$ cat config.mk
export PLATFORM = sky130hd
export DESIGN_NAME = gpio_irq_bank
export DESIGN_NICKNAME = d
export VERILOG_FILES = /design/src/rtl/gib_pkg.sv /design/src/rtl/gib_sync.sv /design/src/rtl/gib_detect.sv /design/src/rtl/gib_regs.sv /design/src/rtl/gpio_irq_bank.sv
export SDC_FILE = /design/constraint.sdc
export NUM_CORES = 1
export LEC_CHECK = 0
export ABC_AREA = 1
export BUFFER_PORTS_ARGS = -buffer_cell sky130_fd_sc_hd__buf_2
export CELL_PAD_IN_SITES_DETAIL_PLACEMENT = 0
export CELL_PAD_IN_SITES_GLOBAL_PLACEMENT = 2
export CORE_UTILIZATION = 36
export CTS_CLUSTER_DIAMETER = 150
export CTS_CLUSTER_SIZE = 24
export DETAILED_ROUTE_END_ITERATION = 8
export GPL_TIMING_DRIVEN = 0
export PLACE_DENSITY_LB_ADDON = 0.1
export SETUP_SLACK_MARGIN = 0.15
export SYNTH_ARGS = -nofsm -noshare
export SYNTH_HDL_FRONTEND = slang
export SYNTH_SLANG_ARGS = --single-unit
export TNS_END_PERCENT = 30
$ cat constraint.sdc
create_clock -name clk -period 2.7 [get_ports clk]
set_clock_uncertainty 0.15 [all_clocks]
set_input_delay 0.54 -clock clk [delete_from_list [all_inputs] [get_ports clk]]
set_output_delay 0.54 -clock clk [all_outputs]
set_load 0.01 [all_outputs]
$ cat src/rtl/gib_pkg.sv
package gib_pkg;

    localparam int ADDR_W      = 3;
    localparam int SYNC_STAGES = 2;

    typedef enum logic [ADDR_W-1:0] {
        SEL_TYPE = 3'd0,
        SEL_POL  = 3'd1,
        SEL_ANY  = 3'd2,
        SEL_MASK = 3'd3,
        SEL_STAT = 3'd4
    } reg_sel_e;

    typedef struct packed {
        logic              en;
        logic [ADDR_W-1:0] addr;
    } wr_req_t;

    // pick the edge event a single pin reacts to
    function automatic logic edge_pick(input logic rise, input logic fall,
                                       input logic pol,  input logic any);
        if (any)
            return rise | fall;
        return pol ? rise : fall;
    endfunction

    // pick the level event a single pin reacts to
    function automatic logic level_pick(input logic lvl, input logic pol);
        return pol ? lvl : ~lvl;
    endfunction

endpackage

$ cat src/rtl/gib_sync.sv
module gib_sync
    import gib_pkg::*;
#(
    parameter int W = 32
) (
    input  logic         clk,
    input  logic         rst,
    input  logic [W-1:0] din,
    output logic [W-1:0] dout
);

    logic [W-1:0] stage_q [SYNC_STAGES];

    generate
        for (genvar s = 0; s < SYNC_STAGES; s++) begin : g_stage
            always_ff @(posedge clk) begin
                if (rst)
                    stage_q[s] <= '0;
                else if (s == 0)
                    stage_q[s] <= din;
                else
                    stage_q[s] <= stage_q[(s == 0) ? 0 : s-1];
            end
        end
    endgenerate

    assign dout = stage_q[SYNC_STAGES-1];

    logic [1:0] armed_q;
    always_ff @(posedge clk) begin
        if (rst)
            armed_q <= '0;
        else if (armed_q != 2'd3)
            armed_q <= armed_q + 2'd1;
    end


    sync_delay_chk: assert property (@(posedge clk) disable iff (rst)
        (armed_q == 2'd3) |-> (dout == $past(din, 2)));

endmodule

$ cat src/rtl/gib_detect.sv
module gib_detect
    import gib_pkg::*;
#(
    parameter int W = 32
) (
    input  logic         clk,
    input  logic         rst,
    input  logic [W-1:0] cur,
    input  logic [W-1:0] typ,
    input  logic [W-1:0] pol,
    input  logic [W-1:0] any,
    output logic [W-1:0] cond
);

    logic [W-1:0] prev_q;
    logic [W-1:0] edge_evt;
    logic [W-1:0] lvl_evt;

    always_ff @(posedge clk) begin
        if (rst)
            prev_q <= '0;
        else
            prev_q <= cur;
    end

    generate
        for (genvar i = 0; i < W; i++) begin : g_pin
            logic rise, fall;
            always_comb begin
                rise        = cur[i] & ~prev_q[i];
                fall        = ~cur[i] & prev_q[i];
                edge_evt[i] = edge_pick(rise, fall, pol[i], any[i]);
                lvl_evt[i]  = level_pick(cur[i], pol[i]);
                cond[i]     = typ[i] ? edge_evt[i] : lvl_evt[i];
            end
        end
    endgenerate


    edge_only_on_change_chk: assert property (@(posedge clk) disable iff (rst)
        ((edge_evt & ~(cur ^ prev_q)) == '0));


    level_follows_pin_chk: assert property (@(posedge clk) disable iff (rst)
        ((~typ & cond & ~(cur ~^ pol)) == '0));

endmodule

$ cat src/rtl/gib_regs.sv
module gib_regs
    import gib_pkg::*;
#(
    parameter int W = 32
) (
    input  logic              clk,
    input  logic              rst,
    input  wr_req_t           wr,
    input  logic [W-1:0]      wr_data,
    input  logic [ADDR_W-1:0] rd_addr,
    input  logic [W-1:0]      cond,
    output logic [W-1:0]      typ,
    output logic [W-1:0]      pol,
    output logic [W-1:0]      any,
    output logic [W-1:0]      mask,
    output logic [W-1:0]      status,
    output logic [W-1:0]      rd_data
);

    logic [W-1:0] ack;

    always_comb begin
        ack = '0;
        if (wr.en && reg_sel_e'(wr.addr) == SEL_STAT)
            ack = wr_data;
    end

    always_ff @(posedge clk) begin
        if (rst) begin
            typ  <= '0;
            pol  <= '1;
            any  <= '0;
            mask <= '1;
        end else if (wr.en) begin
            case (reg_sel_e'(wr.addr))
                SEL_TYPE: typ  <= wr_data;
                SEL_POL:  pol  <= wr_data;
                SEL_ANY:  any  <= wr_data;
                SEL_MASK: mask <= wr_data;
                default:  ;
            endcase
        end
    end

    // a live condition always wins over an acknowledge
    always_ff @(posedge clk) begin
        if (rst)
            status <= '0;
        else
            status <= cond | (status & ~ack);
    end

    always_comb begin
        case (reg_sel_e'(rd_addr))
            SEL_TYPE: rd_data = typ;
            SEL_POL:  rd_data = pol;
            SEL_ANY:  rd_data = any;
            SEL_MASK: rd_data = mask;
            SEL_STAT: rd_data = status;
            default:  rd_data = '0;
        endcase
    end


    status_hold_chk: assert property (@(posedge clk) disable iff (rst)
        (($past(status) & ~$past(ack) & ~status) == '0));


    ack_clear_chk: assert property (@(posedge clk) disable iff (rst)
        ((status & $past(ack) & ~$past(cond)) == '0));


    status_set_cause_chk: assert property (@(posedge clk) disable iff (rst)
        ((status & ~$past(status) & ~$past(cond)) == '0));

endmodule

$ cat src/rtl/gpio_irq_bank.sv
module gpio_irq_bank
    import gib_pkg::*;
#(
    parameter int NPINS = 32
) (
    input  logic              clk,
    input  logic              rst,
    input  logic [NPINS-1:0]  pin_in,
    input  logic              wr_en,
    input  logic [ADDR_W-1:0] wr_addr,
    input  logic [NPINS-1:0]  wr_data,
    input  logic [ADDR_W-1:0] rd_addr,
    output logic [NPINS-1:0]  rd_data,
    output logic              irq_out
);

    logic [NPINS-1:0] cur, cond;
    logic [NPINS-1:0] typ, pol, any, mask, status;
    wr_req_t          wr;

    assign wr.en   = wr_en;
    assign wr.addr = wr_addr;

    gib_sync #(.W(NPINS)) u_sync (
        .clk (clk),
        .rst (rst),
        .din (pin_in),
        .dout(cur)
    );

    gib_detect #(.W(NPINS)) u_detect (
        .clk (clk),
        .rst (rst),
        .cur (cur),
        .typ (typ),
        .pol (pol),
        .any (any),
        .cond(cond)
    );

    gib_regs #(.W(NPINS)) u_regs (
        .clk    (clk),
        .rst    (rst),
        .wr     (wr),
        .wr_data(wr_data),
        .rd_addr(rd_addr),
        .cond   (cond),
        .typ    (typ),
        .pol    (pol),
        .any    (any),
        .mask   (mask),
        .status (status),
        .rd_data(rd_data)
    );

    assign irq_out = |(status & ~mask);


    all_masked_quiet_chk: assert property (@(posedge clk) disable iff (rst)
        (&mask) |-> !irq_out);


    detect_under_mask_chk: assert property (@(posedge clk) disable iff (rst)
        ((mask & $past(cond) & ~status) == '0));

endmodule

* Word-level counts from Yosys, hierarchy flattened *
Memory sizes are Yosys's and may differ from the RTL's.
Cells that the tools add are included.
W data, S select, Z words.

cells by class
  equal/unequal tests = 8
  multiplexer cells = 199
  bitwise logic cells = 167
  reductions and logical operators = 8

operator list
  cell                  number
  $mux W1               195
  $pmux W32 S5          1
  $mux W32              3
  $and A1 B1 Y1         64
  $and A32 B32 Y32      2
  $not A1 Y1            64
  $not A32 Y32          2
  $or A1 B1 Y1          34
  $or A32 B32 Y32       1
  $reduce_or A32 Y1     1
  $eq A3 B2 Y1 const B  4
  $reduce_and A2 Y1     4
  $eq A3 B1 Y1 const B  2
  $eq A3 B3 Y1 const B  2
  $logic_not A3 Y1      2
  $logic_and A1 B1 Y1   1

word-level totals
  bits in registers = 192
  RAM bits = 64
  output and inout bits = 33
  word-level logic and storage cells = 389
  memories = 1

memory list
  name            words  width  rd ports  clocked after Yosys merged registers in  wr ports  RTL line        RTL
  u_sync.stage_q  2      32     2         0                                        2         gib_sync.sv:12  logic [W-1:0] stage_q [SYNC_STAGES];

* Depth between registers and ports, before layout *
Gate-level depths: netlist (run 1).

  depth after elaboration = 7
  mapped depth = 8
  gate-level depth less buffers = 8

* Cells and area by module *
From an unflattened synthesis (run 1), not the netlist that was laid out.

second synthesis, totals
  cell total of the unflattened synthesis = 1980
  area, all modules = 13073.8 um2

by module, submodules not included
  module         times used  cells each  area an instance (um2)  sequential area each (um2)
  gib_regs       1           1110        7487.2                  3203.1
  gib_detect     1           579         3397.0                  640.6
  gib_sync       1           199         1840.5                  1281.2
  gpio_irq_bank  1           92          349.1                   0.0

* Worst setup path after synthesis (run 1) *
No wires, ideal clock.

  path kind = input to output
  start = in rd_addr[0]
  end = out rd_data[13]
  data arrival time = 1.260 ns
  setup slack = 0.750 ns
  stages on the path = 7
  path buffers = 2
  path through = nor2_1 > buf_2 > buf_4 > nand3_1 > o21ai_0 > inv_1 > nand2_1

on the way
  word-level cells in the longest chain between the ends = 2
  elaborated cells between the ends (all ways) = 6
  those cells by class = eq/ne (4); mux (1); reduce/logical (1)

ends and longest elaborated chain
  item                                        RTL line             RTL
  from (decl)                                 gpio_irq_bank.sv:12  input logic [ADDR_W-1:0] rd_addr,
  $eq A3 B3 Y1, or another cell as far along  gib_regs.sv:54       case (reg_sel_e'(rd_addr))
  $pmux W32 S5 *                              gib_regs.sv:54
  to (decl)                                   gpio_irq_bank.sv:13  output logic [NPINS-1:0] rd_data,

Every way passes the cells marked *; elsewhere a longest branch is shown, timed or not.

* Worst setup path after layout (run 1) *
  start = in rd_addr[2]
  end = out rd_data[18]

The elaborated chain is that of the path after synthesis.

==> reports/summary.json, run 1 <==
{
  "run_status": "completed",
  "io_buffers": 104,
  "yosysUniqueCellTypes": 21,
  "arrival_ns": 1.86,
  "synth_fp_nets": 1993,
  "postSynthRegisterBits": 256,
  "hold-worst-slack_ns": 0.0698,
  "site_rows": 67,
  "synthCells": 1856,
  "start_util": 0.367,
  "r2r-end": "u_regs.status[31]$_SDFF_PP0_",
  "period_minus_slack_ns": 2.55,
  "start_point_of_the_worst_hold_path": "pin_in[26]",
  "setup_viol_count_final": 0,
  "top_level_ports": 106,
  "regArea_um2": 5120,
  "number_of_antenna_violations_at_the_first_check_in_global_routing": 0,
  "hold_viol_final": 0,
  "worst_skew_pair.late_latency_ns": 0.51,
  "grt_pass1_wl_um": 62800,
  "antenna-diode-count": 0,
  "cellLeakagePower_nw": 7.26,
  "layout_setup_ws_ns": 0.150,
  "syn_to_final_growth_pct": 12.3,
  "post_drt_wl_per_cell_um": 16.8,
  "cap_violations": 0,
  "fillCellCount": 3749,
  "synth_area_um2": 12400,
  "clockBufferDepth": 3,
  "total_power_mw": 7.37,
  "detailedRoute.firstPassIterationCount": 8,
  "end_point_of_the_worst_hold_path": "u_sync.stage_q[0][26]$_SDFF_PP0_",
  "grt_pass1_vias": 10711,
  "end_kind": "output port",
  "average_footprint_of_a_synthesized_cell_um2": 6.67,
  "worst_r2r_startpoint": "u_sync.stage_q[1][31]$_SDFF_PP0_",
  "clock_tree_sinks": 256,
  "worstSetupPathType": "input port to output port",
  "critPathLaunchType": "input port",
  "synthesis.yosys.warnings": 0,
  "tritoncts": "built",
  "timing.hold.worst.class": "input port to flop",
  "crit_chain": "buf_2, inv_1, nand3_1, clkbuf_4, inv_1, buf_6, a21oi_1, nand2_1, buf_2",
  "worst-path-max-fanout": 10,
  "worst_r2r_path_depth": 7,
  "die_area_um2": 35100,
  "die_w_um": 187,
  "layout_common_cells": "nand2_1 (440), inv_1 (326), nor2_1 (279)",
  "cts.reportedPaths.clkPinSlew_ns": 0.10,
  "viasPerCell": 4.72,
  "max_slew.worst_pin.slew_ns": 0.927,
  "utilization_after_layout": 0.413,
  "post_drt_antenna_nets": 0,
  "maximum_level_of_the_cts_h_tree": 1,
  "yosysSeqAreaShare": 0.414,
  "ff2ff_setup_slack_ns": 1.30,
  "detailed_place_hpwl_um": 27900,
  "finalWeightedCongestion": 0.815,
  "maxClockFrequency_ghz": 0.392,
  "drv_slew": 0,
  "worstPathRequired_ns": 2.01,
  "power_density_nw_per_um2": 530,
  "core_area_um2": 33700,
  "gr-total-overflow": 0,
  "via_count": 11435,
  "critical_path.slowest_cell": "buf_6",
  "crit_path_max_incr_delay_ns": 0.24,
  "max_slew_margin": 0.382,
  "drive_gt1_frac": 0.0941,
  "grt_max_degree": 25,
  "drcViolationCount": 0,
  "global_route.usage.total": 0.234,
  "rsz_0062_raised_after_global_routing": "yes",
  "route.final.wire_length_um": 40800,
  "min_period_over_period": 0.944,
  "preCtsSetupSlack_ns": -0.0705,
  "final_net_count": 2113,
  "iteration_0_drc_count_of_the_detailed_router": 764,
  "hold-path-cell-count": 3,
  "numCtsBuffers": 14,
  "die_y_extent_um": 187,
  "multiInputGateArea_um2": 5600,
  "clock_root_buffer": "clkbuf_16",
  "layout.cells.most_common": "nand2_1",
  "vdd_drop_max_mv": 0.354
}
-- logic make-up after synthesis --
kind of cell               share of synthesized area
AOI/OAI and AO/OA                             0.0660
adders and majority gates                     0.0647
buffers and inverters                          0.134
DFF                                            0.414
and+or+nand+nor                                0.322
-- area by class of cell --
cell class,count,area share
Multi-Input combinational cell,1196,0.403
Sequential cell,256,0.369
Inverter,329,0.0888
Tap cell,448,0.0403
Timing Repair Buffer,104,0.0374
Buffer,75,0.0340
Clock buffer,15,0.0270
Clock inverter,1,0.000630
-- routing by layer --
metal	vias to the layer above	routed length (um)	track usage
met1	5289	20000	0.330
met4	0	556	0.0391
li1	5879	-	-
met5	-	0	0
met3	25	1690	0.0216
met2	242	18600	0.394
-- worst max-delay path: cells and delay by family --
family,cells,cell delay [ns]
buffers and inverters,6,1.00
AO/OA/AOI/OAI,1,0.09
AND/OR/NAND/NOR,2,0.22
-- worst max path at each step --
stage	startpoint	to	cells past startpoint
final	rd_addr[2]	rd_data[18]	9
after global routing	rd_addr[1]	rd_data[29]	8
after CTS	rd_addr[1]	rd_data[29]	8
after detailed placement	rd_addr[2]	rd_data[18]	9
after global placement	rd_addr[2]	rd_data[18]	9
after floorplan	rd_addr[0]	rd_data[13]	7
-- repair_timing --
action,4_1_cts,5_1_grt
resized for setup,11,10
hold buffers,0,0
setup buffers,0,0
hold endpoints to repair,0,0
setup endpoints to repair,21,22
-- synth_stat cells --
cell / n / share of area
inv_2: 3 / 0.00091
buf_2: 37 / 0.015
o22ai_1: 1 / 0.00051
clkbuf_1: 15 / 0.0045
dfxtp_1: 256 / 0.41
nor3_1: 31 / 0.013
o21ai_1: 10 / 0.0040
nand3_2: 1 / 0.00081
buf_6: 6 / 0.0055
a21oi_1: 76 / 0.031
clkbuf_2: 1 / 0.00040
nand2_4: 1 / 0.00091
buf_4: 12 / 0.0073
ha_1: 64 / 0.065
inv_1: 326 / 0.099
buf_1: 4 / 0.0012
nor2_1: 279 / 0.085
o21ai_0: 76 / 0.031
nor2_4: 4 / 0.0036
nand3_1: 213 / 0.086
nand2_1: 440 / 0.13
-- where the power goes --
group / internal [mW] / switching, mW / total, mW
sequential: 3.94 / 0.104 / 4.05
combinational: 0.326 / 0.647 / 0.974
clock: 1.01 / 1.34 / 2.35
total: 5.28 / 2.10 / 7.37
-- stage by stage --
| step | instance area, um2 | setup TNS [ns] | cells |
|---|---|---|---|
| global placement | 13500 | -0.181 | 2408 |
| global route | 13900 | 0 | 2424 |
| detailed placement | 13500 | -0.198 | 2408 |
| finish | 13900 | 0 | 2424 |
| floorplan | 12400 | 0 | 1856 |
| CTS | 13900 | 0 | 2424 |
-- sequential cells by signal (all words and copies together), names as in the netlist --
| signal | count |
|---|---|
| u_detect.prev_q | 32 |
| u_regs.status | 32 |
| u_regs.any | 32 |
| u_sync.stage_q | 64 |
| u_regs.mask | 32 |
| u_regs.typ | 32 |
| u_regs.pol | 32 |
Note: power is estimated with default switching activity, not from simulation.
==> run 2, diff against run 1 <==
--- a/config.mk
+++ b/config.mk
@@ -9,11 +9,12 @@
 export BUFFER_PORTS_ARGS = -buffer_cell sky130_fd_sc_hd__buf_2
 export CELL_PAD_IN_SITES_DETAIL_PLACEMENT = 0
 export CELL_PAD_IN_SITES_GLOBAL_PLACEMENT = 2
-export CORE_UTILIZATION = 36
+export CORE_UTILIZATION = 30
 export CTS_CLUSTER_DIAMETER = 150
 export CTS_CLUSTER_SIZE = 24
 export DETAILED_ROUTE_END_ITERATION = 8
 export GPL_TIMING_DRIVEN = 0
+export HOLD_SLACK_MARGIN = 0.1
 export PLACE_DENSITY_LB_ADDON = 0.1
 export SETUP_SLACK_MARGIN = 0.15
 export SYNTH_ARGS = -nofsm -noshare
==> constraint.sdc (replaced) <==
create_clock -name clk -period 2.2 [get_ports clk]
set_clock_uncertainty 0.15 [all_clocks]
set_input_delay 0.44 -clock clk [delete_from_list [all_inputs] [get_ports clk]]
set_output_delay 0.44 -clock clk [all_outputs]
set_load 0.01 [all_outputs]
==> run 2 against run 1 <==
Against the previous run: the flow now finishes with violations (DRC); routed wire length grew 11%; utilization shrank 2.8 points; total power grew 27%; sequential power grew 23%; clock power grew 24%; critical endpoint is now rd_data[24]; largest power group unchanged; count of clock-buffer cells in the layout is the same.
==> reports/summary.json, run 2 (same netlist as run 1, synthesis figures left out) <==
{
  "preCtsSetupSlack": {"value": -0.484, "unit": "ns", "change": "-0.414 ns"},
  "worstSetupPathType": "input port to output port",
  "end_kind": "output port",
  "period_minus_slack_ns": 2.19,
  "power_density": {"value": 598, "unit": "nW/um2", "change": "+13%"},
  "die_w": {"value": 205, "unit": "um", "change": "+9.4%"},
  "post_drt_antenna_nets": {"value": 0, "change": "unchanged"},
  "number_of_antenna_violations_at_the_first_check_in_global_routing": {"value": 0, "change": "unchanged"},
  "maximum_level_of_the_cts_h_tree": {"value": 1, "change": "unchanged"},
  "clockBufferDepth": {"value": 3, "change": "unchanged"},
  "drv_slew": {"value": 0, "change": "unchanged"},
  "arrival": {"value": 1.60, "unit": "ns", "change": "-0.26 ns"},
  "top_level_ports": {"value": 106, "change": "unchanged"},
  "timing.hold.worst.class": "input port to flop",
  "largest_register": "u_sync.stage_q",
  "numCtsBuffers": {"value": 14, "change": "unchanged"},
  "maxClockFrequency_ghz": 0.456,
  "site_rows": {"value": 74, "change": "+10%"},
  "cts.reportedPaths.clkPinSlew": {"value": 0.10, "unit": "ns", "change": "about the same"},
  "worst_r2r_path_depth": {"value": 7, "change": "unchanged"},
  "worst_skew_pair.late_latency": {"value": 0.51, "unit": "ns", "change": "about the same"},
  "min_period_over_period": 0.997,
  "gr-total-overflow": {"value": 0, "change": "unchanged"},
  "syn_to_final_growth_pct": 26.5,
  "cap_violations": {"value": 0, "change": "unchanged"},
  "antenna-diode-count": {"value": 0, "change": "unchanged"},
  "tritoncts": "built",
  "layout_common_cells": "nand2_1 (423), inv_1 (317), dfxtp_1 (233)",
  "placement.cell_area": {"value": 13600, "unit": "um2", "change": "+0.78%"},
  "start_util": {"value": 0.304, "change": "-0.0635"},
  "viasPerCell": {"value": 4.51, "change": "-4.4%"},
  "max_slew.worst_pin.slew": {"value": 0.980, "unit": "ns", "change": "+0.0526 ns"},
  "vdd_drop_max": {"value": 0.383, "unit": "mV", "change": "+8.2%"},
  "critPathLaunchType": "input port",
  "worstPathRequired": {"value": 1.61, "unit": "ns", "change": "-0.40 ns"},
  "clock_tree_sinks": {"value": 256, "change": "unchanged"},
  "global_route.usage.total": {"value": 0.213, "change": "-0.0215"},
  "layout_setup_ws": {"value": 0.00609, "unit": "ns", "change": "-0.144 ns"},
  "max_slew_margin": {"value": 0.347, "change": "-0.0351"},
  "worst-path-max-fanout": {"value": 7, "change": "-3"},
  "die_area": {"value": 42100, "unit": "um2", "change": "+20%"},
  "final_design_area_no_fill": {"value": 15700, "unit": "um2", "change": "+13%"},
  "ff2ff_setup_slack": {"value": 0.83, "unit": "ns", "change": "-0.47 ns"},
  "drcViolationCount": {"value": 1, "change": "+1"},
  "grt_max_degree": {"value": 25, "change": "unchanged"},
  "clock_root_buffer": "clkbuf_16",
  "grt_pass1_wl": {"value": 66500, "unit": "um", "change": "+5.9%"},
  "detailedRoute.firstPassIterationCount": {"value": 7, "change": "-1"},
  "utilization_after_layout": {"value": 0.384, "change": "-0.0282"},
  "run_status": "complete, but fails checks",
  "setup_viol_count_final": {"value": 0, "change": "unchanged"},
  "start_point_of_the_worst_hold_path": "wr_addr[1]",
  "finalWeightedCongestion": {"value": 0.802, "change": "-1.5%"},
  "dpl.cell_count": {"value": 2492, "change": "+3.5%"},
  "end_point_of_the_worst_hold_path": "u_regs.pol[31]$_SDFFE_PP1P_",
  "final_net_count": {"value": 2201, "change": "+4.2%"},
  "r2r-end": "u_regs.status[23]$_SDFF_PP0_",
  "core_area": {"value": 40700, "unit": "um2", "change": "+21%"},
  "route.final.wire_length": {"value": 45200, "unit": "um", "change": "+11%"},
  "total_power": {"value": 9.36, "unit": "mW", "change": "+27%"},
  "worst_r2r_startpoint": "u_sync.stage_q[1][23]$_SDFF_PP0_",
  "drive_gt1_frac": {"value": 0.166, "change": "+0.0716"},
  "layout.cells.most_common": "nand2_1",
  "detailed_place_hpwl": {"value": 29900, "unit": "um", "change": "+7.1%"},
  "post_drt_wl_per_cell": {"value": 17.4, "unit": "um", "change": "+3.2%"},
  "hold-path-cell-count": {"value": 4, "change": "+1"},
  "via_count": {"value": 11702, "change": "+2.3%"},
  "largest_register_ff_count": {"value": 64, "change": "unchanged"},
  "violated_checks": "DRC",
  "iteration_0_drc_count_of_the_detailed_router": {"value": 619, "change": "-19%"},
  "grt_pass1_vias": {"value": 10831, "change": "+1.1%"},
  "hold_viol_final": {"value": 0, "change": "unchanged"},
  "io_buffers": {"value": 104, "change": "unchanged"},
  "final_cell_count_no_fill": {"value": 2596, "change": "+7.1%"},
  "cellLeakagePower": {"value": 7.81, "unit": "nW", "change": "+7.6%"},
  "rsz_0062_raised_after_global_routing": "yes",
  "die_y_extent": {"value": 205, "unit": "um", "change": "+9.4%"}
}
==> run 2: changes by cell type in the layout (fill, tap and decap cells not counted), sizes merged <==
cell	change
buf	+26
clkbuf	-2
clkinvlp	+1
dlygate4sd3	+64
inv	-1
==> run 2: per-layer routing <==
metal,vias up,part of all wire,track usage
li1,6053,-,-
met1,5431,0.49,0.300
met2,181,0.46,0.358
met3,37,0.034,0.0192
met4,0,0.015,0.0304
met5,-,0,0
==> run 2: worst max path at each step <==
stage                                       startpoint     endpoint  slack [ns]
final                                       rd_addr[2]  rd_data[24]       0.006
after global routing      u_regs.mask[24]$_SDFFE_PP1P_      irq_out       -0.06
after CTS                 u_regs.mask[28]$_SDFFE_PP1P_      irq_out       -0.03
after detailed placement                    rd_addr[2]   rd_data[8]       -0.48
after global placement                      rd_addr[2]   rd_data[8]       -0.50
after floorplan                             rd_addr[0]  rd_data[13]        0.45
==> run 2: power breakdown <==
part	internal (mW)	switching, mW	total [mW]
clock	1.24	1.68	2.92
sequential	4.84	0.131	4.97
combinational	0.581	0.893	1.47
==> run 2: metrics by stage <==
stage / TNS [ns] / hold slack [ns]
final: 0 / 0.205
after global routing: -0.132 / 0.223
after CTS: -0.0340 / 0.177
after detailed placement: -9.34 / 0.243
after global placement: -9.00 / 0.240
after floorplan: 0 / 0.238
==> run 2: layout make-up <==
class | instances | area (um2)
Timing Repair Buffer | 192 | 1530
Clock buffer | 15 | 375
Sequential cell | 256 | 5150
Multi-Input combinational cell | 1196 | 6070
Fill cell | 4457 | 25100
Tap cell | 532 | 666
Buffer | 75 | 611
Clock inverter | 1 | 8.76
Inverter | 329 | 1250
==> run 2: repair_timing <==
action / in CTS / in global routing
resized for setup: 173 / 83
endpoints found under the setup margin: 33 / 33
gates cloned: 2 / 1
pin swaps: 52 / 40
setup buffers: 15 / 6
endpoints found under the hold margin: 95 / 0
hold buffers: 64 / 0
==> run 2: worst max-delay path, stage by stage <==
cell,delay [ns]
buf_12,0.12
inv_8,0.06
buf_6,0.10
nand3_4,0.20
buf_12,0.23
buf_12,0.13
nor2_4,0.07
nor3_2,0.04
nand2_1,0.08
buf_2,0.13
